==> src/rtl/brakePkg.sv <==
package brakePkg;
  localparam int NUM_CH = 2;

  typedef struct packed {
    logic              edgeHit;
    logic              levelHit;
    logic              periodStart;
    logic [NUM_CH-1:0] edgeClr;
    logic [NUM_CH-1:0] levelClr;
  } brakeStrobes_t;
endpackage

==> src/rtl/faultCtrl.sv <==
module faultCtrl
  import brakePkg::*;
#(
  parameter int NUM_SRC = 5
) (
  input  logic               clk,
  input  logic               rst_n,
  input  logic [NUM_SRC-1:0] faultIn,
  input  logic [NUM_SRC-1:0] edgeEn,
  input  logic [NUM_SRC-1:0] levelEn,
  input  logic               periodStart,
  input  logic [NUM_CH-1:0]  edgeClr,
  input  logic [NUM_CH-1:0]  levelClr,
  output brakeStrobes_t      strobes
);
  logic edgeSrc;
  logic edgeSrcQ;
  logic levelSrc;

  // Combined, enabled fault views for each path
  assign edgeSrc  = |(faultIn & edgeEn);
  assign levelSrc = |(faultIn & levelEn);

  always_ff @(posedge clk or negedge rst_n) begin
    if (!rst_n) edgeSrcQ <= 1'b0;
    else        edgeSrcQ <= edgeSrc;
  end

  always_comb begin
    strobes.edgeHit     = edgeSrc & ~edgeSrcQ;
    strobes.levelHit    = levelSrc;
    strobes.periodStart = periodStart;
    strobes.edgeClr     = edgeClr;
    strobes.levelClr    = levelClr;
  end
endmodule

==> src/rtl/brakeDatapath.sv <==
module brakeDatapath
  import brakePkg::*;
#(
  parameter int ACT_W = 2
) (
  input  logic                    clk,
  input  logic                    rst_n,
  input  brakeStrobes_t           strobes,
  input  logic [NUM_CH*ACT_W-1:0] actSel,
  input  logic [NUM_CH-1:0]       pwmIn,
  output logic [NUM_CH-1:0]       pwmOut,
  output logic [NUM_CH-1:0]       edgeFlag,
  output logic [NUM_CH-1:0]       edgeSts,
  output logic [NUM_CH-1:0]       levelFlag,
  output logic [NUM_CH-1:0]       levelSts
);
  for (genvar c = 0; c < NUM_CH; c++) begin : g_ch
    logic             braked;
    logic [ACT_W-1:0] act;

    always_ff @(posedge clk or negedge rst_n) begin
      if (!rst_n) begin
        edgeFlag[c]  <= 1'b0;
        edgeSts[c]   <= 1'b0;
        levelFlag[c] <= 1'b0;
        levelSts[c]  <= 1'b0;
      end else begin
        // Edge path: a new hit wins over a software clear
        if (strobes.edgeHit)         edgeFlag[c] <= 1'b1;
        else if (strobes.edgeClr[c]) edgeFlag[c] <= 1'b0;
        // Release only on a period start after the flag is gone
        if (strobes.edgeHit)                              edgeSts[c] <= 1'b1;
        else if (strobes.periodStart && !edgeFlag[c])     edgeSts[c] <= 1'b0;
        // Level path follows the live fault
        if (strobes.levelHit)         levelFlag[c] <= 1'b1;
        else if (strobes.levelClr[c]) levelFlag[c] <= 1'b0;
        if (strobes.levelHit)         levelSts[c] <= 1'b1;
        else if (strobes.periodStart) levelSts[c] <= 1'b0;
      end
    end

    assign act       = actSel[c*ACT_W +: ACT_W];
    assign braked    = edgeSts[c] | levelSts[c];
    // Action codes with the top bit set force the output to the low bit
    assign pwmOut[c] = (braked && act[ACT_W-1]) ? act[0] : pwmIn[c];
  end
endmodule

==> src/rtl/pwmPairBrake.sv <==
module pwmPairBrake
  import brakePkg::*;
#(
  parameter int NUM_SRC = 5,
  parameter int ACT_W   = 2
) (
  input  logic               clk,
  input  logic               rst_n,
  input  logic [NUM_SRC-1:0] faultIn,
  input  logic [NUM_SRC-1:0] edgeEn,
  input  logic [NUM_SRC-1:0] levelEn,
  input  logic [ACT_W-1:0]   actEven,
  input  logic [ACT_W-1:0]   actOdd,
  input  logic               periodStart,
  input  logic               pwmEven,
  input  logic               pwmOdd,
  input  logic [1:0]         edgeClr,
  input  logic [1:0]         levelClr,
  output logic               outEven,
  output logic               outOdd,
  output logic [1:0]         edgeFlag,
  output logic [1:0]         levelFlag,
  output logic [1:0]         edgeSts,
  output logic [1:0]         levelSts
);
  brakeStrobes_t     strobes;
  logic [NUM_CH-1:0] pwmOutVec;

  faultCtrl #(.NUM_SRC(NUM_SRC)) ctrl_i (
    .clk(clk), .rst_n(rst_n), .faultIn(faultIn), .edgeEn(edgeEn),
    .levelEn(levelEn), .periodStart(periodStart), .edgeClr(edgeClr),
    .levelClr(levelClr), .strobes(strobes)
  );

  brakeDatapath #(.ACT_W(ACT_W)) dp_i (
    .clk(clk), .rst_n(rst_n), .strobes(strobes),
    .actSel({actOdd, actEven}), .pwmIn({pwmOdd, pwmEven}),
    .pwmOut(pwmOutVec), .edgeFlag(edgeFlag), .edgeSts(edgeSts),
    .levelFlag(levelFlag), .levelSts(levelSts)
  );

  assign outEven = pwmOutVec[0];
  assign outOdd  = pwmOutVec[1];
endmodule

==> config.mk <==
export PLATFORM = sky130hd
export DESIGN_NAME = pwmPairBrake
export DESIGN_NICKNAME = d
export VERILOG_FILES = /design/src/rtl/brakePkg.sv /design/src/rtl/faultCtrl.sv /design/src/rtl/brakeDatapath.sv /design/src/rtl/pwmPairBrake.sv
export SDC_FILE = /design/constraint.sdc
export NUM_CORES = 1
export LEC_CHECK = 0
export ABC_CLOCK_PERIOD_IN_PS = 1500
export BUFFER_PORTS_ARGS = -buffer_cell sky130_fd_sc_hd__buf_2
export CORE_AREA = 2 2 39 41
export CTS_CLUSTER_DIAMETER = 60
export DETAILED_ROUTE_END_ITERATION = 10
export DIE_AREA = 0 0 41 43
export PLACE_DENSITY = 0.7
export RECOVER_POWER = 25
export SYNTH_ARGS = -nofsm -noshare
export SYNTH_HDL_FRONTEND = slang
export SYNTH_HIERARCHICAL = 1
export SYNTH_SLANG_ARGS = --single-unit
export TNS_END_PERCENT = 5
==> constraint.sdc <==
create_clock -name clk -period 1.5 [get_ports clk]
set_input_delay 0.15 -clock clk [delete_from_list [all_inputs] [get_ports clk]]
set_output_delay 0.15 -clock clk [all_outputs]
set_load 0.01 [all_outputs]
==> flow_summary.toml <==
[yosys]
seq_area_frac_synth = 0.475
syn_inst = 40
yosysWarnings = 6
synth_area_um2 = 422
ys_ff_latch = 8
synth_cell_types = 13
post_synth.cell_area_avg_um2 = 10.5
synthesis.nets = 68

[floorplan]
rows = 14
core_um2 = 1380
io-pin-count = 38
die-area_um2 = 1760
die_x_um = 41
initial_core_util = 0.305
chipHeight_um = 43

[clocking]
cts_buffers = 3
path_clk_slew_ns = 0.05
htreeDepth = 1
cts_setup_buffers = 0
cts_resized = 0
clk_path_buf_depth = 2
holdBufCountCts = 1
cts_tree = "built"
cts_num_sinks = 8
insertion_delay_ns = 0.24
root_buffer = "clkbuf_4"

[cells_and_area]
antenna_cells = 0
final_nets = 104
drive_above_1_share = 0.554
area_delta_synth_final_pct = 43.6
multi_input_area_um2 = 150
layout_commonest_cell = "buf_2"
fill_cells = 154
seq_area_um2 = 200
final_cell_mix = "36 x buf_2, 8 x dfrtp_1, 6 x a21o_1"

[global_route]
grtUsageTotal = 0.120
grt_pass1_vias = 408
grt_pass1_wl_mm = 1.44
gr-total-overflow = 0
antenna_found_initial = 0
grt_max_degree = 9

[run]
max_cap_violations = 0

[timing]
fin_worst_skew_ns = 0.00373
rsz0062_at_grt = "no"
fmax_mhz = 708
tightestPinTransition_ns = 0.426
setup_viol = 0
slew_viol_final = 0
holdWs_ns = 0.162
hold_viol = 0
maxSlewHeadroom = 0.716
period_share = 0.942
fin_crit_ns = 1.41
tns_ns = 0

[critical_path]
required_ns = 1.35
cp_max_fo = 5
arrival_ns = 1.26
worstSetupStartpointType = "flip-flop"
worstSetupPathType = "flip-flop to output port"
cp-end-kind = "output port"
rr_worst_depth = 2

[outcome]
status = "finished, final reports clean"

[route]
drtIter0Drc = 3
num_vias = 408
firstDrtPassIters = 5
drc_errors = 0
routed_wl_um = 908
wl_per_cell_um = 10.1
drtAntennaViolNets = 0
vias_per_cell = 4.53

[power_and_ir_drop]
power_leakage_nw = 0.353
switching_share = 0.256
p_switching_w = 0.000141
cellPowerDensity_nw_per_um2 = 909
p_int_w = 0.000410
ir_drop_uv = 343
seqPwrFrac = 0.470
clockPowerShare = 0.280
power_frac_comb = 0.250

[placement]
dpl.hpwl_um = 801
place_congestion = 0.660
io_buffers = 37

[hold_path]
min_path_type = "input pin to flip-flop"
hold_depth = 3
==> power by group through the flow <==
stage                     Sequential [W]  Clock, W  Combinational (W)
after global placement          0.000262         0           0.000135
after detailed placement        0.000263         0           0.000139
after floorplan                 0.000273         0          0.0000652
final                           0.000259  0.000154           0.000138
after CTS                       0.000259  0.000162           0.000141
after global routing            0.000262  0.000173           0.000155
==> state kept, by name, summed over array words and instances (netlist names) <==
name and cells:
ctrl_i/edgeSrcQ 1, dp_i/levelFlag 2, dp_i/edgeSts 2, dp_i/levelSts 1, dp_i/edgeFlag 2
==> Yosys cell counts <==
cell type,n,share of area
a21o_1,6,0.11
a21o_2,1,0.021
a21oi_1,1,0.012
a222oi_1,2,0.047
a22oi_1,2,0.036
buf_4,7,0.12
dfrtp_1,8,0.47
inv_1,5,0.045
mux2_1,1,0.027
mux2_4,1,0.036
nand2_1,2,0.018
nand2b_1,2,0.030
o21ai_1,2,0.024
==> cell type report <==
| class | count | area share |
|---|---|---|
| Sequential cell | 8 | 0.331 |
| Timing Repair Buffer | 38 | 0.320 |
| Multi-Input combinational cell | 20 | 0.248 |
| Clock buffer | 3 | 0.0372 |
| Tap cell | 16 | 0.0331 |
| Inverter | 5 | 0.0310 |
==> metrics by stage <==
step                      worst slack [ns]  utilization  total power (W)  instance area (um^2)  instances
after floorplan                      0.416            -         0.000338                   422         40
final                               0.0871        0.438         0.000551                   606         90
after global routing              0.000342        0.438         0.000590                   606         90
after CTS                           0.0706        0.439         0.000562                   607         90
after global placement               0.319        0.415         0.000397                   574         86
after detailed placement             0.293        0.415         0.000401                   574         86
==> routing by layer <==
metal / wire length, um / share of wire / vias up / GRT usage
li1: - / - / 203 / -
met3: 95 / 0.10 / 0 / 0.0366
met1: 330 / 0.36 / 186 / 0.117
met2: 482 / 0.53 / 19 / 0.209
met4: 0 / 0 / 0 / 0.0600
met5: 0 / 0 / - / 0
==> worst paths after layout <==
path	slack, ns	end	from
min in group asynchronous	0.35	dp_i/edgeFlag[0]$_DFFE_PN0P_	rst_n
hold reg to reg	0.47	dp_i/levelFlag[0]$_DFFE_PN0P_	dp_i/levelFlag[0]$_DFFE_PN0P_
setup reg to reg	0.68	dp_i/edgeSts[0]$_DFFE_PN0P_	ctrl_i/edgeSrcQ$_DFF_PN0_
max in group asynchronous	0.86	dp_i/levelSts[1]$_DFFE_PN0P_	rst_n
setup / recovery	0.09	outOdd	dp_i/levelSts[1]$_DFFE_PN0P_
hold / removal	0.16	ctrl_i/edgeSrcQ$_DFF_PN0_	edgeEn[1]
==> critical path: stages (launching register included) <==
cell	delay (ns)
dfrtp_1	0.40
o21ai_1	0.18
mux2_4	0.31
buf_2	0.14
==> kinds of logic after synthesis <==
kind of cell           after synthesis  share of synthesized area
AO/OA/AOI/OAI                       14                      0.246
buffers and inverters               12                      0.169
flip-flops                           8                      0.475
AND/OR/NAND/NOR                      4                     0.0475
multiplexers                         2                     0.0623
Note: power is estimated with default switching activity, not from simulation.
